[config.mk]
export PLATFORM = sky130hd
export DESIGN_NAME = i2c_tgt_stretch
export DESIGN_NICKNAME = d
export VERILOG_FILES = /design/src/rtl/i2c_tgt_pkg.sv /design/src/rtl/i2c_tgt_sync.sv /design/src/rtl/i2c_tgt_regs.sv /design/src/rtl/i2c_tgt_fsm.sv /design/src/rtl/i2c_tgt_stretch.sv
export SDC_FILE = /design/constraint.sdc
export NUM_CORES = 1
export LEC_CHECK = 0
export ABC_AREA = 1
export BUFFER_PORTS_ARGS = -buffer_cell sky130_fd_sc_hd__buf_2
export CAP_MARGIN = 25
export CELL_PAD_IN_SITES_DETAIL_PLACEMENT = 0
export CELL_PAD_IN_SITES_GLOBAL_PLACEMENT = 1
export CORE_MARGIN = 1.5
export CORE_UTILIZATION = 47
export CTS_BUF_LIST = sky130_fd_sc_hd__clkbuf_16
export DETAILED_ROUTE_END_ITERATION = 8
export GPL_ROUTABILITY_DRIVEN = 0
export PLACE_DENSITY_LB_ADDON = 0.2
export SETUP_SLACK_MARGIN = 0.1
export SLEW_MARGIN = 15
export SYNTH_ARGS = -nofsm -noshare
export SYNTH_HDL_FRONTEND = slang
export SYNTH_SLANG_ARGS = --single-unit
[constraint.sdc]
create_clock -name clk -period 3.5 [get_ports clk]
set_input_delay 0.35 -clock clk [delete_from_list [all_inputs] [get_ports clk]]
set_output_delay 0.35 -clock clk [all_outputs]
set_load 0.03 [all_outputs]
[src/rtl/i2c_tgt_pkg.sv]
package i2c_tgt_pkg;
   localparam int STS_W = 4;
   localparam int B_ADR = 0;
   localparam int B_RXR = 1;
   localparam int B_TXR = 2;
   localparam int B_GC  = 3;

   localparam int RA_STATUS = 0;
   localparam int RA_MASK   = 1;
   localparam int RA_ACK    = 2;
   localparam int RA_CFG    = 3;
   localparam int RA_RXD    = 4;
   localparam int RA_TXD    = 5;

   typedef enum logic [2:0] {
      PH_IDLE, PH_ADDR, PH_ADDR2, PH_ACK, PH_RX, PH_TX, PH_MACK, PH_WAIT
   } phase_t;

   typedef enum logic [1:0] {NX_RX, NX_TX, NX_ADDR2} after_t;

   typedef struct packed {
      logic [9:0] addr;
      logic       ten;
      logic       gce;
   } cfg_t;
endpackage

[src/rtl/i2c_tgt_sync.sv]
module i2c_tgt_sync #(
   parameter int STAGES = 2
) (
   input  logic clk,
   input  logic rst_n,
   input  logic scl_i,
   input  logic sda_i,
   output logic scl_s,
   output logic sda_s,
   output logic scl_rise,
   output logic scl_fall,
   output logic start_det,
   output logic stop_det
);
   localparam int LINES = 2;

   if (STAGES < 2) begin : g_bad_stages
      $error("synchronizer needs at least two stages");
   end

   logic [LINES-1:0] raw, synced;
   logic             scl_p, sda_p;

   assign raw = {sda_i, scl_i};

   for (genvar l = 0; l < LINES; l++) begin : g_line
      logic [STAGES-1:0] q;
      always_ff @(posedge clk or negedge rst_n) begin
         if (!rst_n) q <= '1;
         else        q <= {q[STAGES-2:0], raw[l]};
      end
      assign synced[l] = q[STAGES-1];
   end

   assign scl_s = synced[0];
   assign sda_s = synced[1];

   always_ff @(posedge clk or negedge rst_n) begin
      if (!rst_n) begin
         scl_p <= 1'b1;
         sda_p <= 1'b1;
      end else begin
         scl_p <= scl_s;
         sda_p <= sda_s;
      end
   end

   assign scl_rise  = scl_s & ~scl_p;
   assign scl_fall  = ~scl_s & scl_p;
   assign start_det = scl_s & scl_p & sda_p & ~sda_s;
   assign stop_det  = scl_s & scl_p & ~sda_p & sda_s;
endmodule

[src/rtl/i2c_tgt_regs.sv]
module i2c_tgt_regs
   import i2c_tgt_pkg::*;
#(
   parameter int RAW = 3,
   parameter int RDW = 16
) (
   input  logic             clk,
   input  logic             rst_n,
   input  logic [RAW-1:0]   reg_addr,
   input  logic             reg_we,
   input  logic [RDW-1:0]   reg_wdata,
   output logic [RDW-1:0]   reg_rdata,
   input  logic [STS_W-1:0] set_sts,
   input  logic             rx_load,
   input  logic [7:0]       rx_byte,
   output logic [STS_W-1:0] sts,
   output logic             ack_en,
   output cfg_t             cfg,
   output logic [7:0]       tx_byte,
   output logic             irq
);
   logic [STS_W-1:0] mask, clr;
   logic [7:0]       rxd;
   logic             unused_wdata;

   assign unused_wdata = ^reg_wdata[RDW-1:12];
   assign clr = (reg_we && int'(reg_addr) == RA_STATUS) ? reg_wdata[STS_W-1:0] : '0;

   always_ff @(posedge clk or negedge rst_n) begin
      if (!rst_n) begin
         sts     <= '0;
         mask    <= '0;
         ack_en  <= 1'b0;
         cfg     <= '0;
         rxd     <= '0;
         tx_byte <= '0;
      end else begin
         sts <= (sts & ~clr) | set_sts;
         if (rx_load) rxd <= rx_byte;
         if (reg_we) begin
            case (int'(reg_addr))
               RA_MASK: mask    <= reg_wdata[STS_W-1:0];
               RA_ACK:  ack_en  <= reg_wdata[0];
               RA_CFG:  cfg     <= '{addr: reg_wdata[9:0], ten: reg_wdata[10], gce: reg_wdata[11]};
               RA_TXD:  tx_byte <= reg_wdata[7:0];
               default: ;
            endcase
         end
      end
   end

   assign irq = |(sts & ~mask);

   always_comb begin
      reg_rdata = '0;
      case (int'(reg_addr))
         RA_STATUS: reg_rdata[STS_W-1:0] = sts;
         RA_MASK:   reg_rdata[STS_W-1:0] = mask;
         RA_ACK:    reg_rdata[0]         = ack_en;
         RA_CFG:    reg_rdata[11:0]      = {cfg.gce, cfg.ten, cfg.addr};
         RA_RXD:    reg_rdata[7:0]       = rxd;
         RA_TXD:    reg_rdata[7:0]       = tx_byte;
         default:   ;
      endcase
   end

   assert_irq_cause_R2: assert property (@(posedge clk) disable iff (!rst_n)
      $rose(irq) |-> ($past(|set_sts) || $past(reg_we && int'(reg_addr) == RA_MASK)));

   assert_gc_with_addr_R5: assert property (@(posedge clk) disable iff (!rst_n)
      $rose(sts[B_GC]) |-> sts[B_ADR]);
endmodule

[src/rtl/i2c_tgt_fsm.sv]
module i2c_tgt_fsm
   import i2c_tgt_pkg::*;
(
   input  logic             clk,
   input  logic             rst_n,
   input  logic             scl_s,
   input  logic             sda_s,
   input  logic             scl_rise,
   input  logic             scl_fall,
   input  logic             start_det,
   input  logic             stop_det,
   input  cfg_t             cfg,
   input  logic             ack_en,
   input  logic [7:0]       tx_byte,
   input  logic             adr_pend,
   input  logic             txr_pend,
   output logic [STS_W-1:0] set_sts,
   output logic             rx_load,
   output logic [7:0]       rx_byte,
   output logic             sda_oe
);
   localparam logic [3:0] BITS = 4'd8;

   phase_t     ph;
   after_t     nx;
   logic [3:0] cnt;
   logic [7:0] sh, txb;
   logic       ten_sel, ack_got, mack;
   logic [6:0] hdr7;

   assign hdr7    = {5'b11110, cfg.addr[9:8]};
   assign rx_byte = sh;

   always_ff @(posedge clk or negedge rst_n) begin
      if (!rst_n) begin
         ph <= PH_IDLE; nx <= NX_RX; cnt <= '0; sh <= '0; txb <= '1;
         ten_sel <= 1'b0; ack_got <= 1'b0; mack <= 1'b0;
         set_sts <= '0; rx_load <= 1'b0;
      end else begin
         set_sts <= '0;
         rx_load <= 1'b0;
         if (txr_pend) txb <= tx_byte;
         if (stop_det) begin
            ph      <= PH_IDLE;
            ten_sel <= 1'b0;
         end else if (start_det) begin
            ph  <= PH_ADDR;
            cnt <= '0;
         end else begin
            if (scl_rise) begin
               sh      <= {sh[6:0], sda_s};
               ack_got <= ack_en;
               mack    <= ~sda_s;
               if (cnt != BITS) cnt <= cnt + 4'd1;
            end
            if (scl_fall) begin
               case (ph)
                  PH_ADDR: if (cnt == BITS) begin
                     cnt <= '0;
                     if (sh == 8'h01) begin
                        ph <= PH_WAIT;
                     end else if (sh == 8'h00 && cfg.gce) begin
                        set_sts[B_ADR] <= 1'b1; set_sts[B_GC] <= 1'b1;
                        rx_load <= 1'b1; ten_sel <= 1'b0; nx <= NX_RX; ph <= PH_ACK;
                     end else if (cfg.ten && sh[7:1] == hdr7) begin
                        if (!sh[0]) begin
                           nx <= NX_ADDR2; ph <= PH_ACK;
                        end else if (ten_sel) begin
                           rx_load <= 1'b1; nx <= NX_TX; ph <= PH_ACK;
                        end else begin
                           ph <= PH_WAIT;
                        end
                     end else if (!cfg.ten && sh[7:1] == cfg.addr[6:0]) begin
                        set_sts[B_ADR] <= 1'b1; rx_load <= 1'b1;
                        nx <= sh[0] ? NX_TX : NX_RX; ph <= PH_ACK;
                     end else begin
                        ph <= PH_WAIT;
                     end
                  end
                  PH_ADDR2: if (cnt == BITS) begin
                     cnt <= '0;
                     if (sh == cfg.addr[7:0]) begin
                        set_sts[B_ADR] <= 1'b1; rx_load <= 1'b1;
                        ten_sel <= 1'b1; nx <= NX_RX; ph <= PH_ACK;
                     end else begin
                        ten_sel <= 1'b0; ph <= PH_WAIT;
                     end
                  end
                  PH_RX: if (cnt == BITS) begin
                     cnt <= '0;
                     set_sts[B_RXR] <= 1'b1; rx_load <= 1'b1;
                     nx <= NX_RX; ph <= PH_ACK;
                  end
                  PH_ACK: begin
                     cnt <= '0;
                     if (!ack_got) ph <= PH_WAIT;
                     else begin
                        case (nx)
                           NX_ADDR2: ph <= PH_ADDR2;
                           NX_TX:    begin ph <= PH_TX; set_sts[B_TXR] <= 1'b1; end
                           default:  ph <= PH_RX;
                        endcase
                     end
                  end
                  PH_TX: begin
                     txb <= {txb[6:0], 1'b1};
                     if (cnt == BITS) begin cnt <= '0; ph <= PH_MACK; end
                  end
                  PH_MACK: begin
                     cnt <= '0;
                     if (mack) begin ph <= PH_TX; set_sts[B_TXR] <= 1'b1; end
                     else ph <= PH_WAIT;
                  end
                  default: ;
               endcase
            end
         end
      end
   end

   always_comb begin
      case (ph)
         PH_ACK:  sda_oe = ack_en;
         PH_TX:   sda_oe = ~txb[7];
         default: sda_oe = 1'b0;
      endcase
   end

   assert_sda_moves_low_R3: assert property (@(posedge clk) disable iff (!rst_n)
      !$stable(sda_oe) |-> !scl_s);

   assert_addr_in_ack_R6: assert property (@(posedge clk) disable iff (!rst_n)
      $rose(adr_pend) |-> ph == PH_ACK);

   assert_txreq_in_tx_R9: assert property (@(posedge clk) disable iff (!rst_n)
      $rose(txr_pend) |-> ph == PH_TX);
endmodule

[src/rtl/i2c_tgt_stretch.sv]
module i2c_tgt_stretch
   import i2c_tgt_pkg::*;
#(
   parameter int RAW         = 3,
   parameter int RDW         = 16,
   parameter int SYNC_STAGES = 2
) (
   input  logic           clk,
   input  logic           rst_n,
   input  logic [RAW-1:0] reg_addr,
   input  logic           reg_we,
   input  logic [RDW-1:0] reg_wdata,
   output logic [RDW-1:0] reg_rdata,
   input  logic           scl_i,
   input  logic           sda_i,
   output logic           scl_oe,
   output logic           sda_oe,
   output logic           irq
);
   if (RAW < 3) begin : g_bad_raw
      $error("register offset width must cover six registers");
   end
   if (RDW < 12) begin : g_bad_rdw
      $error("register data width must hold the address configuration");
   end

   logic             scl_s, sda_s, scl_rise, scl_fall, start_det, stop_det;
   logic [STS_W-1:0] set_sts, sts;
   logic             rx_load, ack_en;
   logic [7:0]       rx_byte, tx_byte;
   cfg_t             cfg;

   i2c_tgt_sync #(.STAGES(SYNC_STAGES)) u_sync (
      .clk(clk), .rst_n(rst_n), .scl_i(scl_i), .sda_i(sda_i),
      .scl_s(scl_s), .sda_s(sda_s), .scl_rise(scl_rise), .scl_fall(scl_fall),
      .start_det(start_det), .stop_det(stop_det)
   );

   i2c_tgt_regs #(.RAW(RAW), .RDW(RDW)) u_regs (
      .clk(clk), .rst_n(rst_n), .reg_addr(reg_addr), .reg_we(reg_we),
      .reg_wdata(reg_wdata), .reg_rdata(reg_rdata), .set_sts(set_sts),
      .rx_load(rx_load), .rx_byte(rx_byte), .sts(sts), .ack_en(ack_en),
      .cfg(cfg), .tx_byte(tx_byte), .irq(irq)
   );

   i2c_tgt_fsm u_fsm (
      .clk(clk), .rst_n(rst_n), .scl_s(scl_s), .sda_s(sda_s),
      .scl_rise(scl_rise), .scl_fall(scl_fall), .start_det(start_det),
      .stop_det(stop_det), .cfg(cfg), .ack_en(ack_en), .tx_byte(tx_byte),
      .adr_pend(sts[B_ADR]), .txr_pend(sts[B_TXR]), .set_sts(set_sts),
      .rx_load(rx_load), .rx_byte(rx_byte), .sda_oe(sda_oe)
   );

   assign scl_oe = |sts[B_TXR:B_ADR];

   assert_release_by_cpu_R1: assert property (@(posedge clk) disable iff (!rst_n)
      $fell(scl_oe) |-> $past(reg_we && int'(reg_addr) == RA_STATUS));
endmodule

==> results_dict.tcl <==
set metrics [dict create \
    antenna_found_initial 0 \
    required_ns 3.15 \
    layout_common_cells "nand2_1, inv_1, dfrtp_1, nor2_1, o21ai_0" \
    criticalPathCategory "input port to output pin" \
    viasPerCell 5.12 \
    multiInputGateArea_mm2 0.00172 \
    regArea_mm2 0.00192 \
    cap_violations 0 \
    cp_data_arrival_time_ns 1.77 \
    period_needed_ns 2.12 \
    hold_class "input port to register" \
    drcViolationCount 0 \
    synthCells 502 \
    finalSetupViolCount 0 \
    ys_seq_elements 76 \
    setup_tns_ns 0 \
    grt_max_degree 77 \
    grtUsageTotal_pct 22.4 \
    hold_viol_final 0 \
    wl_per_cell_um 14.2 \
    final_common_cell "nand2_1" \
    cts_setup_buffers 0 \
    diodes 0 \
    fill_cells 800 \
    dieArea_mm2 0.00905 \
    p_per_area_mw_per_mm2 653 \
    final_nets 562 \
    synth-seq-area-share_pct 48.1 \
    die_x_um 95.1 \
    io_buffers 34 \
    leakage_uw 0.00224 \
    first_pass_iters 5 \
    cts_tree "built" \
    cp-start-kind "input port" \
    async_reset_ff_share_pct 100 \
    switchingPower_uw 1050 \
    clk_path_buf_depth 2 \
    swShare_pct 35.6 \
    skew_ns 0.00657 \
    tightestPinTransition_ns 0.655 \
    slew_headroom_pct 56.2 \
    synth_area_mm2 0.00399 \
    clkPwrFrac_pct 30.3 \
    drv_slew 0 \
    rsz0062_at_grt "no" \
    avgSynthCellArea_um2 7.94 \
    drive_gt1_share_pct 17.6 \
    ys.flop_type "dfrtp_1" \
    yosysUniqueCellTypes 42 \
    cts_sinks 76 \
    grt_pass1_vias 3021 \
    endpoint_kind "output pin" \
    drt_iter0_drc 205 \
    via_count 3310 \
    detail-route-antenna-nets 0 \
    seqPwrFrac_pct 42.9 \
    grt_pass1_wl_mm 15.2 \
    path_max_fanout 9 \
    cts_max_level 3 \
    p_comb_share_pct 26.8 \
    core_area_mm2 0.00822 \
    ir_drop_mv 0.247 \
    area_growth_pct 13.8 \
    place_hpwl_mm 6.68 \
    clock_latency_ns 0.34 \
    clock.fmax_ghz 0.472 \
    synth_edf_count 0 \
    hold-worst-slack_ns 0.116 \
    p_int_uw 1910 \
    rows 33 \
    die_h_um 95.1 \
    io_pins 43 \
    drt-total-wl_mm 9.15 \
    cts-root-buf "clkbuf_16" \
    rr_worst_depth 7 \
    ys_warn_count 0 \
    status "complete, no violations" \
    grt-ovfl-total 0 \
    period_share_pct 60.6 \
    holdPathStages 1 \
    start_util_pct 48.5 \
    cts_buffers 9 \
    clkTransAtPathRegs_ns 0.05 \
]
-- per-stage QoR --
| stage | cells | total power (µW) | utilization (%) | setup WS, ns | instance area (µm²) |
|---|---|---|---|---|---|
| after floorplan | 505 | 1860 | - | 1.74 | 4000 |
| after global placement | 628 | 2060 | 51.3 | 1.43 | 4210 |
| after detailed placement | 628 | 2080 | 51.3 | 1.41 | 4210 |
| after CTS | 644 | 2980 | 54.8 | 1.40 | 4500 |
| after global routing | 646 | 3170 | 55.2 | 1.32 | 4540 |
| final | 646 | 2970 | 55.2 | 1.38 | 4540 |
-- sequential cells by signal, indices dropped and copies added, names as in the netlist --
register and count:
u_regs.cfg 12, u_fsm.rx_byte 8, u_fsm.txb 8, u_regs.rxd 8, u_regs.tx_byte 8, u_fsm.cnt 4, u_fsm.set_sts 4, u_regs.mask 4
u_regs.sts 4, u_sync.g_line.q 4, u_fsm.ph 3, u_fsm.nx 2, u_fsm.ack_got 1, u_fsm.mack 1, u_fsm.rx_load 1, u_fsm.ten_sel 1
u_regs.ack_en 1, u_sync.scl_p 1, u_sync.sda_p 1
-- power by group through the flow --
stage | combinational, µW | sequential, µW | clock, µW
2_1_floorplan | 650 | 1210 | 0
3_3_place_gp | 780 | 1280 | 0
3_5_place_dp | 793 | 1280 | 0
4_1_cts | 796 | 1270 | 917
5_1_grt | 911 | 1300 | 962
6_report | 796 | 1270 | 898
-- Yosys cell counts, types with 4 or more instances --
cell type,n,area share (%)
nand2_2,7,1.1
clkbuf_1,6,0.56
a21oi_1,11,1.4
xor2_1,6,1.3
nor2_1,48,4.5
buf_2,5,0.63
nor2_2,4,0.63
nand3_1,23,2.9
a31oi_1,8,1.3
inv_2,6,0.56
o211ai_1,4,0.75
buf_4,4,0.75
o21ai_0,45,5.6
nand2_1,123,12
nand4_1,6,0.94
dfrtp_1,62,39
o21ai_2,4,0.88
xnor2_1,4,0.88
o21bai_1,5,0.94
dfstp_2,14,9.2
nor3_1,7,0.88
inv_1,65,6.1
-- logic make-up (layout without fill, tap and decap cells) --
logic type	after synthesis	after routing	share of synthesized area [%]
buffers and inverters	88	124	9.07
xor gates and xnor gates	10	10	2.20
AOI/OAI and AO/OA	93	93	13.8
adders and majority gates	2	2	0.627
DFF	76	76	48.1
and+or+nand+nor	232	232	26.1
other	1	4	0.0940
-- final cells by class --
class | instances | share of cell area, %
inverters | 72 | 6.01
clock buffers | 9 | 4.96
clock inverters | 7 | 1.38
multi-input cells | 341 | 37.8
repair buffers | 36 | 4.63
well taps | 105 | 2.89
flip-flops and latches | 76 | 42.3
-- critical path, stage by stage --
cell and delay [ns]:
buf_2 0.15, inv_1 0.10, nor3_4 0.29, inv_2 0.17, o21ai_0 0.30, a211oi_1 0.09, o211ai_1 0.10, buf_2 0.22
-- what timing repair did --
| action | 4_1_cts | 5_1_grt |
|---|---|---|
| hold buffers | 0 | 1 |
| endpoints found under the hold margin | 0 | 10 |
| gates resized for setup | 0 | 0 |
-- metal layers --
metal | wire [µm] | part of all wire [%] | vias to the layer above | GRT usage, %
met5 | 0 | 0 | - | 0
li1 | - | - | 1682 | -
met4 | 92 | 1.0 | 0 | 8.96
met3 | 351 | 3.8 | 8 | 3.11
met2 | 3970 | 43 | 64 | 32.4
met1 | 4730 | 52 | 1556 | 33.5
-- final timing paths --
kind / startpoint / endpoint / slack (ns)
max: reg_addr[1] / reg_rdata[0] / 1.38
min: sda_i / u_sync.g_line[1].q[0] / 0.12
max in group asynchronous: rst_n / u_sync.scl_p / 2.47
min in group asynchronous: rst_n / u_regs.cfg[9] / 0.42
max reg2reg: u_sync.scl_p / u_fsm.cnt[2] / 1.68
min reg2reg: u_sync.g_line[0].q[0] / u_sync.g_line[0].q[1] / 0.36
No activity file was read; power rests on OpenSTA's default activity.
